### src/rtl/flog_pkg.sv
package flog_pkg;
  localparam int BYTE_W    = 8;
  localparam int REC_BYTES = 8;
  localparam int BSEL_W    = $clog2(REC_BYTES);
  localparam int STATE_W   = 6;
  localparam int N_STAT    = 5;
  localparam int FLAG_BIT  = 7;

  typedef enum logic [1:0] {
    EXIT_NONE    = 2'd0,
    EXIT_SEQ     = 2'd1,
    EXIT_TIMEOUT = 2'd2,
    EXIT_MONITOR = 2'd3
  } exit_cause_t;

  typedef enum logic [1:0] {
    PH_IDLE   = 2'd0,
    PH_SEARCH = 2'd1,
    PH_WRITE  = 2'd2
  } phase_t;

  typedef logic [REC_BYTES-1:0][BYTE_W-1:0] record_t;

  // Two's-complement of the sum of all bytes except the last one.
  function automatic logic [BYTE_W-1:0] rec_checksum(record_t r);
    logic [BYTE_W-1:0] s;
    s = '0;
    for (int i = 0; i < REC_BYTES - 1; i++) s = s + r[i];
    return BYTE_W'(0) - s;
  endfunction
endpackage

### src/rtl/flog_record.sv
module flog_record
  import flog_pkg::*;
(
  input  logic                             clk,
  input  logic                             rst_n,
  input  logic                             load,
  input  logic [1:0]                       cause,
  input  logic [STATE_W-1:0]               prev_state,
  input  logic [N_STAT-1:0][BYTE_W-1:0]    status,
  input  logic [BSEL_W-1:0]                byte_sel,
  output logic [BYTE_W-1:0]                byte_out
);
  record_t rec_d, rec_q;

  always_comb begin
    rec_d[0] = {1'b0, cause, 5'b0};
    rec_d[1] = {{(BYTE_W-STATE_W){1'b0}}, prev_state};
    rec_d[REC_BYTES-1] = '0;
  end

  for (genvar g = 0; g < N_STAT; g++) begin : g_stat
    assign rec_d[2+g] = status[g];
  end

  always_ff @(posedge clk) begin
    if (!rst_n) begin
      rec_q <= '0;
    end else if (load) begin
      rec_q                <= rec_d;
      rec_q[REC_BYTES-1]   <= rec_checksum(rec_d);
    end
  end

  assign byte_out = rec_q[byte_sel];
endmodule

### src/rtl/flog_sequencer.sv
module flog_sequencer
  import flog_pkg::*;
#(
  parameter int          NUM_SLOTS = 16,
  parameter int unsigned BASE_ADDR = 32'hF980,
  parameter int          ADDR_W    = 16
) (
  input  logic              clk,
  input  logic              rst_n,
  input  logic              trig,
  input  logic              rescan,
  input  logic              rd_flag,
  input  logic              rd_ready,
  input  logic              wr_ready,
  output logic              rd_valid,
  output logic              wr_valid,
  output logic [ADDR_W-1:0] addr,
  output logic              load,
  output logic [BSEL_W-1:0] byte_sel,
  output logic              busy,
  output logic              full,
  output logic              overrun
);
  localparam int SLOT_W = (NUM_SLOTS > 1) ? $clog2(NUM_SLOTS) : 1;
  localparam logic [SLOT_W-1:0] LAST_SLOT = SLOT_W'(NUM_SLOTS - 1);

  phase_t            phase;
  logic [SLOT_W-1:0] slot;
  logic [BSEL_W-1:0] bsel;
  logic              full_q, ovr_q, pend_q;
  logic              start_search, accept, refuse, rd_hs, wr_hs, last_slot, again;

  always_comb begin
    start_search = (phase == PH_IDLE) && rescan;
    accept       = (phase == PH_IDLE) && !start_search && !full_q && trig;
    refuse       = trig && !((phase == PH_IDLE) && !start_search);
    rd_hs        = (phase == PH_SEARCH) && rd_ready;
    wr_hs        = (phase == PH_WRITE) && wr_ready;
    last_slot    = (slot == LAST_SLOT);
    again        = pend_q || rescan;
  end

  always_ff @(posedge clk) begin
    if (!rst_n) begin
      phase  <= PH_SEARCH;
      slot   <= '0;
      bsel   <= '0;
      full_q <= 1'b0;
      ovr_q  <= 1'b0;
      pend_q <= 1'b0;
    end else begin
      if (refuse) ovr_q <= 1'b1;
      if (rescan && phase != PH_IDLE) pend_q <= 1'b1;
      unique case (phase)
        PH_IDLE: begin
          if (start_search) begin
            phase <= PH_SEARCH;
            slot  <= '0;
          end else if (accept) begin
            phase <= PH_WRITE;
          end
        end
        PH_SEARCH: begin
          if (rd_hs) begin
            if (rd_flag || last_slot) begin
              if (again) begin
                slot   <= '0;
                pend_q <= 1'b0;
              end else begin
                full_q <= !rd_flag;
                phase  <= PH_IDLE;
              end
            end else begin
              slot <= slot + 1'b1;
            end
          end
        end
        PH_WRITE: begin
          if (wr_hs) begin
            bsel <= bsel + 1'b1;
            if (bsel == BSEL_W'(REC_BYTES - 1)) begin
              if (last_slot) full_q <= 1'b1;
              if (again) begin
                phase  <= PH_SEARCH;
                slot   <= '0;
                pend_q <= 1'b0;
              end else begin
                phase <= PH_IDLE;
                if (!last_slot) slot <= slot + 1'b1;
              end
            end
          end
        end
        default: phase <= PH_IDLE;
      endcase
    end
  end

  assign rd_valid = (phase == PH_SEARCH);
  assign wr_valid = (phase == PH_WRITE);
  assign addr     = ADDR_W'(BASE_ADDR) + ADDR_W'({slot, bsel});
  assign load     = accept;
  assign byte_sel = bsel;
  assign busy     = (phase != PH_IDLE);
  assign full     = full_q;
  assign overrun  = ovr_q;
endmodule

### src/rtl/fault_record_logger.sv
module fault_record_logger
  import flog_pkg::*;
#(
  parameter int          NUM_SLOTS = 16,
  parameter int unsigned BASE_ADDR = 32'hF980,
  parameter int          ADDR_W    = 16
) (
  input  logic              clk,
  input  logic              rst_n,
  input  logic              trig,
  input  logic [1:0]        exit_cause,
  input  logic [5:0]        prev_state,
  input  logic [7:0]        uv_status,
  input  logic [7:0]        ov_status,
  input  logic [7:0]        din_status,
  input  logic [7:0]        lim_status,
  input  logic [7:0]        warn_status,
  input  logic              rescan,
  output logic [ADDR_W-1:0] mem_addr,
  output logic              mem_rd_valid,
  input  logic              mem_rd_ready,
  input  logic [7:0]        mem_rd_data,
  output logic              mem_wr_valid,
  input  logic              mem_wr_ready,
  output logic [7:0]        mem_wr_data,
  output logic              busy,
  output logic              full,
  output logic              overrun
);
  logic                          load;
  logic [BSEL_W-1:0]             byte_sel;
  logic [N_STAT-1:0][BYTE_W-1:0] status;
  logic                          unused_rd_bits;

  assign status         = {warn_status, lim_status, din_status, ov_status, uv_status};
  assign unused_rd_bits = ^mem_rd_data[FLAG_BIT-1:0];

  flog_sequencer #(
    .NUM_SLOTS(NUM_SLOTS), .BASE_ADDR(BASE_ADDR), .ADDR_W(ADDR_W)
  ) u_seq (
    .clk(clk), .rst_n(rst_n), .trig(trig), .rescan(rescan),
    .rd_flag(mem_rd_data[FLAG_BIT]), .rd_ready(mem_rd_ready),
    .wr_ready(mem_wr_ready), .rd_valid(mem_rd_valid), .wr_valid(mem_wr_valid),
    .addr(mem_addr), .load(load), .byte_sel(byte_sel),
    .busy(busy), .full(full), .overrun(overrun)
  );

  flog_record u_rec (
    .clk(clk), .rst_n(rst_n), .load(load), .cause(exit_cause),
    .prev_state(prev_state), .status(status), .byte_sel(byte_sel),
    .byte_out(mem_wr_data)
  );
endmodule

### config.mk
export PLATFORM = sky130hd
export DESIGN_NAME = fault_record_logger
export DESIGN_NICKNAME = d
export VERILOG_FILES = /design/src/rtl/flog_pkg.sv /design/src/rtl/flog_record.sv /design/src/rtl/flog_sequencer.sv /design/src/rtl/fault_record_logger.sv
export SDC_FILE = /design/constraint.sdc
export NUM_CORES = 1
export LEC_CHECK = 0
export BUFFER_PORTS_ARGS = -buffer_cell sky130_fd_sc_hd__buf_2
export CELL_PAD_IN_SITES_DETAIL_PLACEMENT = 1
export CELL_PAD_IN_SITES_GLOBAL_PLACEMENT = 2
export CORE_ASPECT_RATIO = 0.5
export CORE_MARGIN = 5
export CORE_UTILIZATION = 36
export CTS_BUF_LIST = sky130_fd_sc_hd__clkbuf_8
export CTS_CLUSTER_SIZE = 16
export DETAILED_ROUTE_END_ITERATION = 8
export PLACE_DENSITY = 0.85
export SYNTH_ARGS = -nofsm -noshare
export SYNTH_HDL_FRONTEND = slang
export SYNTH_HIERARCHICAL = 1
export SYNTH_SLANG_ARGS = --single-unit
### constraint.sdc
create_clock -name clk -period 5.2 [get_ports clk]
set_input_delay 0.52 -clock clk [delete_from_list [all_inputs] [get_ports clk]]
set_output_delay 0.52 -clock clk [all_outputs]
set_load 0.02 [all_outputs]
==> flow_summary.toml, run 1 <==
[run_status]
run_status = "complete, no violations"

[route]
postRouteWirelength_um = 10900
average_wire_length_per_cell_after_detail_routing_um = 15.6
drt_pass1_iterations = 4
routed-via-count = 3282
antenna_left = 0
post-route-drc-count = 0
avgViaCountPerCell = 4.73
drtIter0Drc = 146

[job]
timing.max_cap.violations = 0

[clock_tree]
cts_buffers = 9
number_of_buffers_added_to_fix_hold_violations_after_cts = 0
clk_pin_slew_worst_paths_ns = 0.07
clock_insertion_delay_worst_skew_ns = 0.35
clock_root_cell = "sky130_fd_sc_hd__clkbuf_8"
cts_resized = 0
clock_sinks = 68
h_tree_levels = 3
tritoncts = "done"
cts_post_setup_buffers_inserted = 0
cts-root-to-sink-buffers = 2

[floorplanning]
core_area_um2 = 12600
boundaryPins = 91
floorplan.die_area_um2 = 15200
fp-row-count = 29
horizontal_die_dimension_um = 169
floorplan.die.height_um = 89.7
initial_core_util_pct = 36.4

[worst_setup_path]
critical_path_endpoint_category = "flop"
worst-setup-path-type = "input pin to flop"
timing.critical_path.from_type = "input pin"
crit_fanout = 3
critPathRequiredTime_ns = 5.48
count_of_cells_along_the_worst_register_to_register_path = 6
critical_path.startpoint = "ov_status[2]"
r2r_end = "u_seq/slot[0]"
regToRegStartpoint = "u_seq/byte_sel[1]"
crit_arrival_ns = 4.24
worst_r2r_setup_slack_ns = 2.38

[worst_hold_path]
hold_path_end = "u_seq/full"
min-delay-start = "mem_rd_data[7]"
whs_path_depth = 2
timing.hold.worst.class = "input pin to flop"

[place]
port_buffers = 74
place_inst = 678
detailedPlacementHpwl_um = 8450
gpl.final_weighted_congestion = 0.783
placed_cell_area_um2 = 5020
dpl_worst_slack_ns = 0.861

[final_layout]
final_area_um2 = 5190
post_route_cells_drive_above_1_share_pct = 20.2
post_layout_nonfiller_instances = 694
antenna-diode-count = 0
syn_to_final_growth_pct = 13.6
fillerInstances = 1501
finish.utilization_pct = 41.3
final_nets = 632

[sta]
timing.final.crit_share_pct = 76.1
min_period_ns = 3.95
timing.slew.headroom_pct = 31.4
max_freq_mhz = 253
final-setup-viol-count = 0
skew_ns = 0.00650
worst_max_slew_pin_slew_ns = 1.03
totalNegativeSetupSlack_ns = 0
unrepaired_setup_endpoints_after_global_routing = "false"
postLayoutSetupSlackWorst_ns = 1.25
hold_ws_ns = 0.411
hold_viol = 0
final-max-slew-violation-count = 0

[power_and_ir_drop]
switching_share_pct = 36.4
power_per_cell_area_nw_per_um2 = 319
power.combinational.fraction_pct = 43.1
p_int_mw = 1.05
seq_power_share_pct = 33.4
peakVddDrop_uv = 129
total_leakage_power_nw = 2.21
clockPowerShare_pct = 23.5
post-layout-total-power_mw = 1.65
netSwitchingPower_mw = 0.602

[logic_synthesis]
synth_edf_count = 0
synth.area.top_cells = "sky130_fd_sc_hd__dfxtp_1, sky130_fd_sc_hd__fa_1, sky130_fd_sc_hd__mux2i_1"
synth.avg_cell_area_um2 = 9.97
synth_top_cell_by_area = "sky130_fd_sc_hd__dfxtp_1"
synth_top_cell_area_share_pct = 29.8
synth.ff_latch_count = 68
synth_flop_cell = "sky130_fd_sc_hd__dfxtp_1"
syn-cell-area_um2 = 4570
ys_seq_area_share_pct = 29.8
async_set_reset_flop_share_out_of_synthesis_pct = 0
number_of_standard_cells_after_synthesis = 458
post_synth_num_cell_types = 55
synth_warnings = 6

[global_route]
via_count_of_the_first_global_routing_pass = 3685
grt_first_pass_wirelength_um = 18200
globalRoute.totalOverflow = 0
largest_net_degree_at_the_start_of_global_routing = 63
track_usage_pct = 15.3
antenna_found_initial = 1
final cells by class:
type                            instances  area [um^2]  share of cell area [%]
Sequential cell                        68         1360                    26.2
Timing Repair Buffer                   77          393                    7.57
Tap cell                              170          213                    4.10
Clock buffer                           10          138                    2.65
Inverter                               72          270                    5.21
Clock inverter                          6         32.5                   0.627
Multi-Input combinational cell        291         2780                    53.6
state kept, by name, summed over array words and instances, names as in the netlist:
register        flops
u_seq/slot          4
u_seq/phase         2
u_rec/rec_q        56
u_seq/full          1
u_seq/byte_sel      3
u_seq/pend_q        1
u_seq/overrun       1
synthesized netlist by cell type, types with 2 or more instances:
cell / n
sky130_fd_sc_hd__a31oi_1: 2
sky130_fd_sc_hd__xor2_1: 2
sky130_fd_sc_hd__mux2_1: 7
sky130_fd_sc_hd__a211oi_1: 3
sky130_fd_sc_hd__nor4_1: 2
sky130_fd_sc_hd__conb_1: 2
sky130_fd_sc_hd__a221oi_1: 5
sky130_fd_sc_hd__a41oi_1: 2
sky130_fd_sc_hd__nand3_1: 5
sky130_fd_sc_hd__mux4_2: 9
sky130_fd_sc_hd__a21o_1: 2
sky130_fd_sc_hd__o211a_1: 3
sky130_fd_sc_hd__o21ai_1: 2
sky130_fd_sc_hd__a311oi_1: 2
sky130_fd_sc_hd__nor2b_1: 52
sky130_fd_sc_hd__clkbuf_1: 11
sky130_fd_sc_hd__nand2_1: 11
sky130_fd_sc_hd__a21oi_1: 15
sky130_fd_sc_hd__nor3_1: 2
sky130_fd_sc_hd__inv_1: 72
sky130_fd_sc_hd__nor2_1: 8
sky130_fd_sc_hd__fa_1: 29
sky130_fd_sc_hd__o21ai_0: 6
sky130_fd_sc_hd__buf_4: 13
sky130_fd_sc_hd__dfxtp_1: 68
sky130_fd_sc_hd__xnor2_1: 10
sky130_fd_sc_hd__buf_2: 9
sky130_fd_sc_hd__mux2i_1: 52
sky130_fd_sc_hd__or4_1: 2
sky130_fd_sc_hd__ha_1: 22
sky130_fd_sc_hd__nand2b_1: 3
sky130_fd_sc_hd__a32o_1: 2
worst max path at each step:
stage	slack (ns)	to	cells past startpoint
final	1.25	u_rec/rec_q[62]	15
after global routing	1.10	u_rec/rec_q[63]	14
after CTS	1.22	u_rec/rec_q[62]	15
after detailed placement	0.86	u_rec/rec_q[62]	15
after global placement	0.92	u_rec/rec_q[63]	14
after floorplan	1.24	u_rec/rec_q[62]	14
placed cells by master (no fill, tap or decap), types with 10 or more instances in the layout:
cell type / n
sky130_fd_sc_hd__ha_1: 22
sky130_fd_sc_hd__nor2b_1: 52
sky130_fd_sc_hd__clkbuf_8: 10
sky130_fd_sc_hd__a21oi_1: 15
sky130_fd_sc_hd__fa_1: 29
sky130_fd_sc_hd__inv_1: 74
sky130_fd_sc_hd__buf_2: 74
sky130_fd_sc_hd__mux2i_1: 52
sky130_fd_sc_hd__xnor2_1: 10
sky130_fd_sc_hd__dfxtp_1: 68
sky130_fd_sc_hd__nand2_1: 11
layer usage:
| layer | share of wire, % | track usage, % |
|---|---|---|
| met5 | 0.12 | 0 |
| met4 | 1.0 | 4.16 |
| met3 | 4.6 | 3.98 |
| met2 | 50 | 28.5 |
| met1 | 45 | 17.9 |
kinds of logic (layout without fill, tap and decap cells):
logic type      Yosys count  count (layout)  share of synthesized area (%)
compound gates           55              55                           8.55
xor+xnor                 13              13                           2.79
fa+ha+maj                51              51                           18.7
buf+inv                 106             165                           10.0
flops                    68              68                           29.8
mux                      69              69                           17.8
other cells               2               9                          0.164
simple gates             94              94                           12.1
critical path, cell delays in order:
cell and delay [ns]:
sky130_fd_sc_hd__buf_2 0.12, sky130_fd_sc_hd__inv_1 0.07, sky130_fd_sc_hd__fa_1 0.54, sky130_fd_sc_hd__inv_1 0.05, sky130_fd_sc_hd__fa_1 0.47, sky130_fd_sc_hd__fa_1 0.52
sky130_fd_sc_hd__fa_1 0.55, sky130_fd_sc_hd__inv_1 0.04, sky130_fd_sc_hd__ha_1 0.24, sky130_fd_sc_hd__fa_1 0.43, sky130_fd_sc_hd__a21o_1 0.18, sky130_fd_sc_hd__a21oi_1 0.18
sky130_fd_sc_hd__xnor2_1 0.14, sky130_fd_sc_hd__mux2i_1 0.09, sky130_fd_sc_hd__nor2b_1 0.11
power by group through the flow:
stage	clock network, mW	logic [mW]	registers [mW]
detailed placement	0	0.722	0.565
global placement	0	0.693	0.564
CTS	0.406	0.730	0.553
global route	0.431	0.819	0.555
finish	0.388	0.713	0.552
floorplan	0	0.560	0.564
Note: power is estimated with default switching activity, not from simulation.
==> run 2: changes to the inputs <==
--- a/config.mk
+++ b/config.mk
@@ -5,16 +5,17 @@
 export SDC_FILE = /design/constraint.sdc
 export NUM_CORES = 1
 export LEC_CHECK = 0
+export ABC_AREA = 1
 export BUFFER_PORTS_ARGS = -buffer_cell sky130_fd_sc_hd__buf_2
 export CELL_PAD_IN_SITES_DETAIL_PLACEMENT = 1
 export CELL_PAD_IN_SITES_GLOBAL_PLACEMENT = 2
 export CORE_ASPECT_RATIO = 0.5
 export CORE_MARGIN = 5
-export CORE_UTILIZATION = 36
+export CORE_UTILIZATION = 29
 export CTS_BUF_LIST = sky130_fd_sc_hd__clkbuf_8
 export CTS_CLUSTER_SIZE = 16
 export DETAILED_ROUTE_END_ITERATION = 8
-export PLACE_DENSITY = 0.85
+export PLACE_DENSITY = 0.81
 export SYNTH_ARGS = -nofsm -noshare
 export SYNTH_HDL_FRONTEND = slang
 export SYNTH_HIERARCHICAL = 1
==> constraint.sdc (replaced) <==
create_clock -name clk -period 3.6 [get_ports clk]
set_input_delay 0.36 -clock clk [delete_from_list [all_inputs] [get_ports clk]]
set_output_delay 0.36 -clock clk [all_outputs]
set_load 0.02 [all_outputs]
==> flow_summary.toml, run 2 <==
[final_layout]
layout.cells.most_common = "sky130_fd_sc_hd__nor2_1"
finish.utilization_pct = 35.9
most-common-layout-cells = "sky130_fd_sc_hd__nor2_1, sky130_fd_sc_hd__inv_1, sky130_fd_sc_hd__buf_2, sky130_fd_sc_hd__o21ai_0, sky130_fd_sc_hd__dfxtp_1"
final_nets = 811
syn_to_final_growth_pct = 22.2
post_route_cells_drive_above_1_share_pct = 23.8
largest_register = "u_rec/rec_q"
antenna-diode-count = 0
final_area_um2 = 5490
largest_register_ff_count = 56

[logic_synthesis]
ys_seq_area_share_pct = 30.3
synth_edf_count = 0
synth.ff_latch_count = 68
synth.avg_cell_area_um2 = 7.37
syn-cell-area_um2 = 4500
synth_warnings = 6
number_of_standard_cells_after_synthesis = 610
synth.area.top_cells = "sky130_fd_sc_hd__dfxtp_1, sky130_fd_sc_hd__fa_1, sky130_fd_sc_hd__nor2_1"
post_synth_most_frequent_cells = "sky130_fd_sc_hd__nor2_1, sky130_fd_sc_hd__inv_1, sky130_fd_sc_hd__o21ai_0"
post_synth_num_cell_types = 33
synth_top_cell_by_area = "sky130_fd_sc_hd__dfxtp_1"
synth_flop_cell = "sky130_fd_sc_hd__dfxtp_1"
async_set_reset_flop_share_out_of_synthesis_pct = 0
synth_top_cell_area_share_pct = 30.3
yosysMostFrequentCell = "sky130_fd_sc_hd__nor2_1"

[place]
dpl_worst_slack_ns = -0.298
detailedPlacementHpwl_um = 9720
port_buffers = 74
placed_cell_area_um2 = 5210
gpl.final_weighted_congestion = 0.751

[floorplanning]
core_area_um2 = 15300
horizontal_die_dimension_um = 186
fp-row-count = 32
boundaryPins = 91
floorplan.die.height_um = 98.0
initial_core_util_pct = 29.4
floorplan.die_area_um2 = 18200

[clock_tree]
clock_insertion_delay_worst_skew_ns = 0.36
cts-root-to-sink-buffers = 2
clk_pin_slew_worst_paths_ns = 0.08
clock_root_cell = "sky130_fd_sc_hd__clkbuf_8"
clock_sinks = 68
cts_buffers = 9
tritoncts = "done"
number_of_buffers_added_to_fix_hold_violations_after_cts = 0
h_tree_levels = 3

[global_route]
globalRoute.totalOverflow = 0
grt_first_pass_wirelength_um = 22200
track_usage_pct = 15.0
antenna_found_initial = 0
largest_net_degree_at_the_start_of_global_routing = 90
via_count_of_the_first_global_routing_pass = 4530

[worst_setup_path]
worst-setup-path-type = "input pin to flop"
crit_arrival_ns = 3.70
critPathRequiredTime_ns = 3.85
crit_fanout = 2
critical_path_endpoint_category = "flop"
timing.critical_path.from_type = "input pin"

[route]
routed-via-count = 4188
post-route-drc-count = 0
drtIter0Drc = 129
postRouteWirelength_um = 13300
avgViaCountPerCell = 4.62
average_wire_length_per_cell_after_detail_routing_um = 14.6
drt_pass1_iterations = 4
antenna_left = 0

[sta]
skew_ns = 0.00725
min_period_ns = 3.45
postLayoutSetupSlackWorst_ns = 0.147
timing.slew.headroom_pct = 37.1
final-setup-viol-count = 0
final-max-slew-violation-count = 0
hold_viol = 0
max_freq_mhz = 290
timing.final.crit_share_pct = 95.9
worst_max_slew_pin_slew_ns = 0.942

[run_status]
run_status = "complete, no violations"

[worst_hold_path]
timing.hold.worst.class = "input pin to flop"

[power_and_ir_drop]
total_leakage_power_nw = 2.75
power_per_cell_area_nw_per_um2 = 529
post-layout-total-power_mw = 2.91
peakVddDrop_uv = 279

[job]
timing.max_cap.violations = 0
-- run 2: worst paths after layout --
kind / start / end / slack (ns) / depth (start not counted)
max reg2reg: u_seq/phase[0] / u_rec/rec_q[29] / 1.49 / 7
min: uv_status[0] / u_rec/rec_q[16] / 0.25 / 3
max: ov_status[2] / u_rec/rec_q[62] / 0.15 / 15
min reg2reg: u_rec/rec_q[55] / u_rec/rec_q[55] / 0.50 / 2
-- run 2: where the power goes --
| part | switching [mW] | internal [mW] | total (mW) |
|---|---|---|---|
| Clock | 0.329 | 0.458 | 0.787 |
| Combinational | 0.688 | 0.626 | 1.31 |
| Sequential | 0.0206 | 0.784 | 0.804 |
-- run 2: kinds of logic after synthesis --
| group | Yosys count | share of synthesized area, % |
|---|---|---|
| buffers and inverters | 145 | 13.9 |
| AND/OR/NAND/NOR | 193 | 18.2 |
| adder cells (fa/ha/maj) | 51 | 19.0 |
| AO/OA/AOI/OAI | 145 | 17.3 |
| XOR/XNOR | 6 | 1.17 |
| flip-flops | 68 | 30.3 |
| other | 2 | 0.167 |
-- run 2: worst max-delay path, cell delays in order --
cell and delay (ns):
sky130_fd_sc_hd__buf_2 0.08, sky130_fd_sc_hd__inv_1 0.06, sky130_fd_sc_hd__fa_1 0.53, sky130_fd_sc_hd__inv_1 0.05
sky130_fd_sc_hd__fa_1 0.50, sky130_fd_sc_hd__fa_1 0.44, sky130_fd_sc_hd__fa_1 0.54, sky130_fd_sc_hd__inv_1 0.05
sky130_fd_sc_hd__ha_2 0.20, sky130_fd_sc_hd__fa_2 0.34, sky130_fd_sc_hd__a21o_1 0.17, sky130_fd_sc_hd__a21oi_2 0.12
sky130_fd_sc_hd__xnor2_1 0.07, sky130_fd_sc_hd__o21ai_1 0.11, sky130_fd_sc_hd__inv_1 0.05
-- run 2: area by class of cell --
class                      count  area [um^2]
multi-input combinational    404         2610
fill                        1920         9800
sequential                    68         1360
tap                          204          255
timing repair buffer         108          626
clock buffer                   9          124
inverter                     107          407
clock inverter                 7          115
-- run 2: what timing repair did --
action	in CTS	in global routing
setup endpoints to repair	0	3
hold endpoints to repair	0	0
buffers inserted	0	1
resized for setup	0	9
-- run 2: metal layers --
layer  GRT usage, %  part of all wire, %  wire [um]
met5              0                    0          0
met4           3.75                  1.2        153
met3           3.46                  5.5        726
met2           25.1                   47       6230
met1           19.8                   46       6180
-- run 2: stage by stage --
stage | hold WS, ns | TNS [ns] | instances
finish | 0.255 | 0 | 907
global route | 0.250 | -0.0119 | 907
CTS | 0.230 | 0 | 906
detailed placement | 0.469 | -0.957 | 890
global placement | 0.460 | -0.680 | 890
floorplan | 0.457 | 0 | 617
==> run 3: changes to the inputs <==
--- a/config.mk
+++ b/config.mk
@@ -15,6 +15,7 @@
 export CTS_BUF_LIST = sky130_fd_sc_hd__clkbuf_8
 export CTS_CLUSTER_SIZE = 16
 export DETAILED_ROUTE_END_ITERATION = 8
+export MAX_ROUTING_LAYER = met4
 export PLACE_DENSITY = 0.81
 export SYNTH_ARGS = -nofsm -noshare
 export SYNTH_HDL_FRONTEND = slang
==> flow_summary.toml, run 3 (synthesis results as in run 2) <==
[global_route]
track_usage_pct = 15.5
grt_first_pass_wirelength_um = 22200
via_count_of_the_first_global_routing_pass = 4534
antenna_found_initial = 0
largest_net_degree_at_the_start_of_global_routing = 90
globalRoute.totalOverflow = 0

[final_layout]
regArea_um2 = 1360
antenna-diode-count = 0
final_area_um2 = 5490
post_layout_nonfiller_instances = 907
layout.cells.most_common = "sky130_fd_sc_hd__nor2_1"
largest_register = "u_rec/rec_q"
most-common-layout-cells = "sky130_fd_sc_hd__nor2_1, sky130_fd_sc_hd__inv_1, sky130_fd_sc_hd__buf_2, sky130_fd_sc_hd__o21ai_0, sky130_fd_sc_hd__dfxtp_1"
multi_input_area_um2 = 2610
fillerInstances = 1921
final_nets = 811
syn_to_final_growth_pct = 22.2
post_route_cells_drive_above_1_share_pct = 23.9
largest_register_ff_count = 56

[floorplanning]
core_area_um2 = 15300
horizontal_die_dimension_um = 186
floorplan.die.height_um = 98.0
fp-row-count = 32
boundaryPins = 91
floorplan.die_area_um2 = 18200
initial_core_util_pct = 29.4

[worst_hold_path]
hold_path_end = "u_rec/rec_q[55]"
timing.hold.worst.class = "input pin to flop"
min-delay-start = "warn_status[7]"
whs_path_depth = 3

[power_and_ir_drop]
post-layout-total-power_mw = 2.91
peakVddDrop_uv = 279
p_int_mw = 1.88
total_leakage_power_nw = 2.75
power_per_cell_area_nw_per_um2 = 530
netSwitchingPower_mw = 1.04
power.combinational.fraction_pct = 45.6
clockPowerShare_pct = 26.8
switching_share_pct = 35.6
seq_power_share_pct = 27.6

[sta]
totalNegativeSetupSlack_ns = 0
final-max-slew-violation-count = 0
worst_max_slew_pin_slew_ns = 0.930
hold_viol = 0
timing.final.crit_share_pct = 96.0
max_freq_mhz = 289
skew_ns = 0.00741
final-setup-viol-count = 0
min_period_ns = 3.46
postLayoutSetupSlackWorst_ns = 0.144
timing.slew.headroom_pct = 38.0

[worst_setup_path]
worstPathCellList = "buf_2, inv_1, fa_1, inv_1, fa_1, fa_1, fa_1, inv_1, ha_2, fa_2, a21o_1, a21oi_2, xnor2_1, o21ai_1, inv_1"
crit_fanout = 2
critPathRequiredTime_ns = 3.85
r2r_end = "u_rec/rec_q[37]"
worst_path_max_stage_delay_ns = 0.54
count_of_cells_along_the_worst_register_to_register_path = 7
crit_buf_inv = 5
crit_arrival_ns = 3.70
worst_r2r_setup_slack_ns = 1.48
critical_path_endpoint_category = "flop"
slowest_stage = "sky130_fd_sc_hd__fa_1"
regToRegStartpoint = "u_seq/phase[0]"
timing.critical_path.from_type = "input pin"
crit_family = "adder cells"
worst-setup-path-type = "input pin to flop"

[route]
drtIter0Drc = 107
drt_pass1_iterations = 4
average_wire_length_per_cell_after_detail_routing_um = 14.6
routed-via-count = 4194
avgViaCountPerCell = 4.62
postRouteWirelength_um = 13300
antenna_left = 0
post-route-drc-count = 0

[clock_tree]
clock_sinks = 68
tritoncts = "done"
clk_pin_slew_worst_paths_ns = 0.08
h_tree_levels = 3
cts-root-to-sink-buffers = 2
clock_insertion_delay_worst_skew_ns = 0.35
cts_buffers = 9
clock_root_cell = "sky130_fd_sc_hd__clkbuf_8"
number_of_buffers_added_to_fix_hold_violations_after_cts = 0

[place]
gpl.final_weighted_congestion = 0.761
detailedPlacementHpwl_um = 9720
dpl_worst_slack_ns = -0.298
port_buffers = 74
place_inst = 890
placed_cell_area_um2 = 5210

[job]
timing.max_cap.violations = 0

[run_status]
run_status = "complete, no violations"
## run 3: power groups by stage
| stage | clock network, mW | registers, mW | logic (mW) |
|---|---|---|---|
| 6_report | 0.780 | 0.805 | 1.33 |
| 5_1_grt | 0.844 | 0.808 | 1.51 |
| 4_1_cts | 0.815 | 0.804 | 1.21 |
| 3_5_place_dp | 0 | 0.822 | 1.20 |
| 3_3_place_gp | 0 | 0.820 | 1.14 |
| 2_1_floorplan | 0 | 0.824 | 0.810 |
## run 3: worst max-delay path by stage
stage | start | to | slack (ns) | depth (start not counted)
after detailed placement | din_status[6] | u_rec/rec_q[63] | -0.30 | 17
after global placement | prev_state[4] | u_rec/rec_q[63] | -0.22 | 17
after global routing | din_status[4] | u_rec/rec_q[63] | -0.002 | 17
after CTS | din_status[6] | u_rec/rec_q[63] | 0.07 | 17
after floorplan | ov_status[2] | u_rec/rec_q[62] | 0.005 | 14
final | ov_status[2] | u_rec/rec_q[62] | 0.14 | 15
## run 3: final cells by class
type	instances	area share (%)
Clock buffer	9	2.26
Timing Repair Buffer	108	11.4
Inverter	107	7.40
Sequential cell	68	24.8
Multi-Input combinational cell	404	47.4
Tap cell	204	4.65
Clock inverter	7	2.10
## run 3: through the flow
stage | hold slack (ns) | utilization, %
2_1_floorplan | 0.457 | -
3_3_place_gp | 0.460 | 34.0
3_5_place_dp | 0.469 | 34.0
4_1_cts | 0.230 | 35.6
5_1_grt | 0.250 | 35.9
6_report | 0.258 | 35.9
## run 3: repair_timing
| item | CTS | global route |
|---|---|---|
| endpoints found under the setup margin | 0 | 3 |
| setup buffers | 0 | 1 |
| gates resized for setup | 0 | 10 |
## run 3: worst min-delay path, stage by stage
cell	delay [ns]
sky130_fd_sc_hd__buf_2	0.10
sky130_fd_sc_hd__nor2_1	0.04
sky130_fd_sc_hd__nor2_1	0.08
## run 3: metal layers
layer  track usage, %  routed length (um)  vias up
met4             3.75                 155        0
li1                 -                   -     2078
met3             3.16                 583       13
met1             19.8                6300     2022
met2             25.1                6230       81
met5                -                   0        -
